## src/rtl/srt_pkg.sv

```systemverilog
package srt_pkg;
  typedef enum logic [1:0] {
    ST_IDLE   = 2'd0,
    ST_SETUP  = 2'd1,
    ST_ACCESS = 2'd2,
    ST_HOLD   = 2'd3
  } rd_state_e;

  localparam int unsigned BANK_STRIDE = 32;
  localparam logic [2:0]  WORD_SETUP  = 3'd0;
  localparam logic [2:0]  WORD_ACCESS = 3'd1;
endpackage

```

## src/rtl/srt_timing_regs.sv

```systemverilog
module srt_timing_regs
  import srt_pkg::*;
#(
  parameter int NBANK = 4,
  parameter int OEW   = 4,
  parameter int RDW   = 5,
  parameter int CAW   = 8
) (
  input  logic                      clk,
  input  logic                      rst_n,
  input  logic                      wr_en,
  input  logic                      busy,
  input  logic [CAW-1:0]            addr,
  input  logic [31:0]               wdata,
  output logic [31:0]               rdata,
  output logic [NBANK-1:0][OEW-1:0] setup_tab,
  output logic [NBANK-1:0][RDW-1:0] access_tab
);
  localparam int BSELW = $clog2(NBANK);
  localparam int MAXW  = (OEW > RDW) ? OEW : RDW;
  localparam logic [CAW-1:0] STATUS_OFS = CAW'(NBANK * BANK_STRIDE);

  logic             in_banks;
  logic [BSELW-1:0] bank_idx;
  logic [2:0]       word_idx;
  logic             wr_ok;
  logic             unused_bits;

  assign in_banks    = addr < STATUS_OFS;
  assign bank_idx    = addr[5 +: BSELW];
  assign word_idx    = addr[4:2];
  assign wr_ok       = wr_en & ~busy & in_banks;
  assign unused_bits = ^{wdata[31:MAXW], addr[1:0]};

  for (genvar b = 0; b < NBANK; b++) begin : g_bank
    logic           hit;
    logic           setup_en, access_en;
    logic [OEW-1:0] setup_q;
    logic [RDW-1:0] access_q;

    assign hit       = wr_ok && (bank_idx == BSELW'(b));
    assign setup_en  = hit && (word_idx == WORD_SETUP);
    assign access_en = hit && (word_idx == WORD_ACCESS);

    always_ff @(posedge clk or negedge rst_n) begin
      if (!rst_n) begin
        setup_q  <= '1;
        access_q <= '1;
      end else begin
        if (setup_en)  setup_q  <= wdata[OEW-1:0];
        if (access_en) access_q <= wdata[RDW-1:0];
      end
    end

    assign setup_tab[b]  = setup_q;
    assign access_tab[b] = access_q;
  end

  always_comb begin
    rdata = '0;
    if (in_banks) begin
      for (int b = 0; b < NBANK; b++) begin
        if (bank_idx == BSELW'(b)) begin
          if (word_idx == WORD_SETUP)  rdata[OEW-1:0] = setup_tab[b];
          if (word_idx == WORD_ACCESS) rdata[RDW-1:0] = access_tab[b];
        end
      end
    end else if (addr == STATUS_OFS) begin
      rdata[0] = busy;
    end
  end
endmodule

```

## src/rtl/srt_read_fsm.sv

```systemverilog
module srt_read_fsm
  import srt_pkg::*;
#(
  parameter int NBANK      = 4,
  parameter int AW         = 16,
  parameter int DW         = 16,
  parameter int OEW        = 4,
  parameter int RDW        = 5,
  parameter int PAGE_WORDS = 4
) (
  input  logic                      clk,
  input  logic                      rst_n,
  input  logic                      req_valid,
  input  logic [$clog2(NBANK)-1:0]  req_bank,
  input  logic [AW-1:0]             req_addr,
  input  logic                      req_burst,
  input  logic [NBANK-1:0][OEW-1:0] setup_tab,
  input  logic [NBANK-1:0][RDW-1:0] access_tab,
  input  logic [DW-1:0]             mem_din,
  output logic                      req_ready,
  output logic                      busy,
  output logic [AW-1:0]             mem_addr,
  output logic [NBANK-1:0]          mem_cs_n,
  output logic                      mem_oe_n,
  output logic                      rsp_valid,
  output logic [DW-1:0]             rsp_data
);
  localparam int BSELW = $clog2(NBANK);
  localparam int PGW   = $clog2(PAGE_WORDS);
  localparam int CW    = (OEW > RDW) ? OEW : RDW;

  rd_state_e        state_q, state_d;
  logic [CW-1:0]    cnt_q, cnt_d;
  logic [AW-1:0]    addr_q, addr_d;
  logic [BSELW-1:0] bank_q, bank_d;
  logic             ld_en, cap_en;
  logic             rsp_valid_q, rsp_valid_d;
  logic [DW-1:0]    rsp_data_q;
  logic [OEW-1:0]   setup_new;
  logic [RDW-1:0]   access_new, access_cur;
  logic             page_last;

  assign setup_new  = setup_tab[req_bank];
  assign access_new = access_tab[req_bank];
  assign access_cur = access_tab[bank_q];
  assign page_last  = addr_q[PGW-1:0] == PGW'(PAGE_WORDS - 1);

  always_comb begin
    state_d     = state_q;
    cnt_d       = cnt_q;
    addr_d      = addr_q;
    bank_d      = bank_q;
    ld_en       = 1'b0;
    cap_en      = 1'b0;
    rsp_valid_d = 1'b0;
    unique case (state_q)
      ST_IDLE: begin
        if (req_valid) begin
          ld_en  = 1'b1;
          addr_d = req_addr;
          bank_d = req_bank;
          if (setup_new != '0) begin
            state_d = ST_SETUP;
            cnt_d   = CW'(setup_new) - CW'(1);
          end else begin
            state_d = ST_ACCESS;
            cnt_d   = CW'(access_new);
          end
        end
      end
      ST_SETUP: begin
        if (cnt_q == '0) begin
          state_d = ST_ACCESS;
          cnt_d   = CW'(access_cur);
        end else begin
          cnt_d = cnt_q - CW'(1);
        end
      end
      ST_ACCESS: begin
        if (cnt_q == '0) begin
          cap_en      = 1'b1;
          rsp_valid_d = 1'b1;
          if (req_burst && !page_last) begin
            ld_en  = 1'b1;
            addr_d = addr_q + AW'(1);
          end else begin
            state_d = ST_HOLD;
          end
        end else begin
          cnt_d = cnt_q - CW'(1);
        end
      end
      ST_HOLD: state_d = ST_IDLE;
      default: state_d = ST_IDLE;
    endcase
  end

  always_ff @(posedge clk or negedge rst_n) begin
    if (!rst_n) begin
      state_q     <= ST_IDLE;
      cnt_q       <= '0;
      addr_q      <= '0;
      bank_q      <= '0;
      rsp_valid_q <= 1'b0;
      rsp_data_q  <= '0;
    end else begin
      state_q     <= state_d;
      cnt_q       <= cnt_d;
      rsp_valid_q <= rsp_valid_d;
      if (ld_en) begin
        addr_q <= addr_d;
        bank_q <= bank_d;
      end
      if (cap_en) rsp_data_q <= mem_din;
    end
  end

  assign busy      = state_q != ST_IDLE;
  assign req_ready = ~busy;
  assign mem_oe_n  = state_q != ST_ACCESS;
  assign mem_addr  = addr_q;
  assign rsp_valid = rsp_valid_q;
  assign rsp_data  = rsp_data_q;

  for (genvar b = 0; b < NBANK; b++) begin : g_cs
    assign mem_cs_n[b] = ~(busy && (bank_q == BSELW'(b)));
  end
endmodule

```

## src/rtl/sram_read_sequencer.sv

```systemverilog
module sram_read_sequencer
  import srt_pkg::*;
#(
  parameter int NBANK      = 4,
  parameter int AW         = 16,
  parameter int DW         = 16,
  parameter int OEW        = 4,
  parameter int RDW        = 5,
  parameter int PAGE_WORDS = 4
) (
  input  logic                     clk,
  input  logic                     rst_n,
  input  logic                     cfg_we,
  input  logic [7:0]               cfg_addr,
  input  logic [31:0]              cfg_wdata,
  output logic [31:0]              cfg_rdata,
  input  logic                     req_valid,
  output logic                     req_ready,
  input  logic [$clog2(NBANK)-1:0] req_bank,
  input  logic [AW-1:0]            req_addr,
  input  logic                     req_burst,
  output logic                     rsp_valid,
  output logic [DW-1:0]            rsp_data,
  output logic [AW-1:0]            mem_addr,
  output logic [NBANK-1:0]         mem_cs_n,
  output logic                     mem_oe_n,
  input  logic [DW-1:0]            mem_din
);
  logic [1:0]                rst_sync_q;
  logic                      rst_n_int;
  logic                      busy;
  logic [NBANK-1:0][OEW-1:0] setup_tab;
  logic [NBANK-1:0][RDW-1:0] access_tab;

  always_ff @(posedge clk or negedge rst_n) begin
    if (!rst_n) rst_sync_q <= 2'b00;
    else        rst_sync_q <= {rst_sync_q[0], 1'b1};
  end
  assign rst_n_int = rst_sync_q[1];

  srt_timing_regs #(
    .NBANK(NBANK), .OEW(OEW), .RDW(RDW), .CAW(8)
  ) u_regs (
    .clk       (clk),
    .rst_n     (rst_n_int),
    .wr_en     (cfg_we),
    .busy      (busy),
    .addr      (cfg_addr),
    .wdata     (cfg_wdata),
    .rdata     (cfg_rdata),
    .setup_tab (setup_tab),
    .access_tab(access_tab)
  );

  srt_read_fsm #(
    .NBANK(NBANK), .AW(AW), .DW(DW), .OEW(OEW), .RDW(RDW), .PAGE_WORDS(PAGE_WORDS)
  ) u_fsm (
    .clk       (clk),
    .rst_n     (rst_n_int),
    .req_valid (req_valid),
    .req_bank  (req_bank),
    .req_addr  (req_addr),
    .req_burst (req_burst),
    .setup_tab (setup_tab),
    .access_tab(access_tab),
    .mem_din   (mem_din),
    .req_ready (req_ready),
    .busy      (busy),
    .mem_addr  (mem_addr),
    .mem_cs_n  (mem_cs_n),
    .mem_oe_n  (mem_oe_n),
    .rsp_valid (rsp_valid),
    .rsp_data  (rsp_data)
  );
endmodule

```

## config.mk

```make
export PLATFORM = sky130hd
export DESIGN_NAME = sram_read_sequencer
export DESIGN_NICKNAME = d
export VERILOG_FILES = /design/src/rtl/srt_pkg.sv /design/src/rtl/srt_timing_regs.sv /design/src/rtl/srt_read_fsm.sv /design/src/rtl/sram_read_sequencer.sv
export SDC_FILE = /design/constraint.sdc
export NUM_CORES = 1
export LEC_CHECK = 0
export BUFFER_PORTS_ARGS = -buffer_cell sky130_fd_sc_hd__buf_2
export CORE_AREA = 2 2 106 108
export DETAILED_ROUTE_END_ITERATION = 12
export DIE_AREA = 0 0 108 110
export GPL_TIMING_DRIVEN = 0
export PLACE_DENSITY = 0.71
export SETUP_SLACK_MARGIN = 0.1
export SLEW_MARGIN = 30
export SYNTH_ARGS = -nofsm -noshare
export SYNTH_HDL_FRONTEND = slang
export SYNTH_SLANG_ARGS = --single-unit
```

## constraint.sdc

```tcl
create_clock -name clk -period 2.9 [get_ports clk]
set_input_delay 0.58 -clock clk [delete_from_list [all_inputs] [get_ports clk]]
set_output_delay 0.58 -clock clk [all_outputs]
set_load 0.02 [all_outputs]
```

==> impl_metrics.tcl <==
set metrics [dict create \
    synth_compound_area_share_pct 10.23 \
    dp.cells 647 \
    synthCells 389 \
    rsz0062_at_grt "false" \
    start_kind "primary input" \
    place_congestion 0.8494 \
    fin_crit_ns 2.671 \
    ant_nets 0 \
    syn_area_mm2 0.004747 \
    skew_ns 0.01490 \
    ios 150 \
    async_flop_share_pct 100.0 \
    cpMostUsedCell "buf_2" \
    hold_path_class "flop to async pin" \
    tightest_slew_ns 0.7518 \
    rr_worst_depth 8 \
    antenna_cells 0 \
    path_depth 8 \
    grt_pass1_wl_um 17890 \
    drc_errors 0 \
    numPortBuffers 91 \
    ys_ff_latch 80 \
    power_density_mw_per_mm2 896.4 \
    synth_adder_area_share_pct 1.845 \
    design_area_mm2 0.005695 \
    ys.warnings.count 0 \
    multi_input_area_mm2 0.002462 \
    ys_seq_area_share_pct 43.12 \
    run_status "complete, no violations" \
    vias 3632 \
    cts.sinks 80 \
    die-area_mm2 0.01188 \
    syn_area_per_cell_um2 12.20 \
    htree_levels 3 \
    max_cap_viol_count 0 \
    max_stage_delay_ns 0.43 \
    clk_latency_ns 0.36 \
    synthFlopType "dfrtp_1" \
    cp_data_required_time_ns 2.32 \
    timing.slew.headroom_pct 49.49 \
    critPathTopFamily "buffers and inverters" \
    setup_viol 0 \
    clk_pin_slew_worst_paths_ns 0.09 \
    nNetsFinal 605 \
    start_util_pct 44.37 \
    worstPathMaxFanout 10 \
    period_share_pct 92.11 \
    syn2layout_area_growth_pct 19.98 \
    place_ws_ns 0.04114 \
    core_mm2 0.01070 \
    end_kind "output port" \
    final.setup.tns_ns 0 \
    fillCellCount 949 \
    muxShareOfSynthArea_pct 26.33 \
    fin_ws_ns 0.2289 \
    path_buf_inv 3 \
    synth_top_family_by_area "multiplexers" \
    clockBufferDepth 2 \
    grt_max_degree 50 \
    critPathArrivalTime_ns 2.09 \
    overflow 0 \
    grt.total_usage_pct 19.31 \
    cts_tree "built" \
    critPathKind "primary input to output port" \
    p_leak_nw 2.569 \
    hold_viol 0 \
    maxSlewViolCount 0 \
    cts-buffers-inserted 9 \
    synth-simple-area-share_pct 11.02 \
    die_x_um 108 \
    irDropWorstVdd_v 0.0005747 \
    post_drt_wl_per_cell_um 16.63 \
    fmax_mhz 374.4 \
    cp_slowest_cell "clkbuf_1" \
    power_mw 5.105 \
    grt_pass1_vias 3595 \
    placed_cell_area_mm2 0.005507 \
    drive_gt1_share_pct 49.81 \
    register_area_mm2 0.002051 \
    postCtsSetupBuffers 0 \
    drt_iter0_drc 247 \
    crit_chain "buf_2 > clkbuf_1 > mux4_2 > mux2i_1 > nor2_1 > a31oi_1 > nor3_1 > buf_2" \
    firstDrtPassIters 4 \
    wl_um 11050 \
    finalNonFillerCells 664 \
    dp_hpwl_um 8230 \
    viasPerCell 5.470 \
    dieHeight_um 110 \
    cts_root_buf "clkbuf_8" \
    num_rows 38 \
    grt_antenna_before_repair 0 \
    ys_types 65 \
    synth_xor_area_share_pct 0.1845 \
    synth-edff-count 0 \
]
==> final timing paths <==
check / startpoint / to / slack (ns)
max: cfg_addr[2] / cfg_rdata[0] / 0.23
min: rst_sync_q[1]$_DFF_PN0_ / u_fsm.mem_addr[4]$_DFFE_PN0P_ / 0.27
max reg2reg: u_regs.g_bank[1].setup_q[0]$_DFFE_PN1P_ / u_fsm.cnt_q[0]$_DFFE_PN0P_ / 0.56
min reg2reg: rst_sync_q[1]$_DFF_PN0_ / u_fsm.mem_addr[4]$_DFFE_PN0P_ / 0.27
max in group asynchronous: rst_sync_q[1]$_DFF_PN0_ / u_regs.g_bank[3].setup_q[2]$_DFFE_PN1P_ / 1.99
min in group clk: rst_sync_q[0]$_DFF_PN0_ / rst_sync_q[1]$_DFF_PN0_ / 0.37
==> area by class of cell <==
| cell class | count | share of cell area, % |
|---|---|---|
| Buffer | 45 | 5.228 |
| Timing Repair Buffer | 93 | 8.656 |
| Clock buffer | 12 | 2.548 |
| Inverter | 11 | 0.7250 |
| Clock inverter | 4 | 0.5272 |
| Multi-Input combinational cell | 279 | 43.23 |
| Sequential cell | 80 | 36.01 |
| Tap cell | 140 | 3.076 |
==> cell families (layout without fill, tap and decap cells) <==
group / Yosys count / count (layout)
compound gates: 70 / 70
xor+xnor: 1 / 1
fa+ha+maj: 7 / 7
buf+inv: 56 / 165
flops: 80 / 80
mux: 88 / 88
other cells: 2 / 28
simple gates: 85 / 85
==> per-layer routing <==
metal	global-route usage, %	up-vias	wire length, um
li1	-	1678	-
met1	23.92	1810	4561
met2	34.37	128	5698
met3	3.057	16	561
met4	6.777	0	223
met5	0	-	0
==> repair_timing <==
item / in CTS / in global routing
endpoints found under the setup margin: 0 / 1
resized for setup: 0 / 3
endpoints found under the hold margin: 2 / 0
hold buffers: 1 / 0
==> cells in the mapped netlist (all sizes together), types with 2 or more instances <==
cell / number / area (um2)
mux2: 61 / 690.7
dfrtp: 44 / 1101
buf: 36 / 262.8
dfstp: 36 / 945.9
mux4: 21 / 499.2
nand2: 21 / 78.83
o21ai: 20 / 107.6
a21oi: 14 / 73.82
nor2: 14 / 68.82
inv: 11 / 41.29
clkbuf: 9 / 33.78
nor3: 9 / 72.57
nand3: 8 / 40.04
ha: 7 / 87.58
a22oi: 6 / 45.04
mux2i: 6 / 60.06
nor2b: 5 / 31.28
nor4: 5 / 31.28
nor3b: 4 / 40.03
a211oi: 3 / 22.52
a31oi: 3 / 18.77
nand4: 3 / 18.77
nor4b: 3 / 41.29
o211ai: 3 / 27.52
or3: 3 / 23.77
a221o: 2 / 20.02
a41oi: 2 / 17.52
and3: 2 / 12.51
and4: 2 / 17.52
conb: 2 / 7.510
nand3b: 2 / 15.01
o21a: 2 / 15.01
o21ba: 2 / 20.02
o31ai: 2 / 15.01
==> layout by cell type, fill, tap and decap left out, types with 3 or more instances in the layout <==
cell type and instances:
mux4_2 14, nor2_1 13, dfstp_2 36, clkbuf_1 10, clkbuf_8 10, inv_1 11
buf_2 97, conb_1 28, nor4_1 5, a21oi_1 13, mux2_1 9, mux2_2 51
buf_4 28, a22oi_1 6, mux4_1 7, nand3_1 8, ha_1 6, nor3_1 6
a211oi_1 3, dfrtp_1 43, nand2_1 21, nand4_1 3, nor2b_1 5, a31oi_1 3
mux2i_1 6, o21ai_0 17
==> state kept, by name (all words and copies together), names as in the netlist <==
signal                  flops
rst_sync_q                  2
u_fsm.bank_q                2
u_fsm.cnt_q                 5
u_fsm.mem_addr             16
u_fsm.rsp_data             16
u_fsm.rsp_valid             1
u_fsm.state_q               2
u_regs.g_bank.access_q     20
u_regs.g_bank.setup_q      16
==> power by group <==
part	switching, mW	internal [mW]
Clock	0.416	0.338
Sequential	0.324	1.50
Combinational	1.46	1.07
Total	2.19	2.91
==> per-stage QoR <==
| step | utilization, % | hold WS [ns] |
|---|---|---|
| after global routing | 53.24 | 0.3131 |
| after detailed placement | 51.47 | 0.2864 |
| final | 53.24 | 0.2659 |
| after floorplan | - | 0.2844 |
| after CTS | 53.20 | 0.2789 |
| after global placement | 51.18 | 0.3374 |
Power figures use the tool's default switching activity.
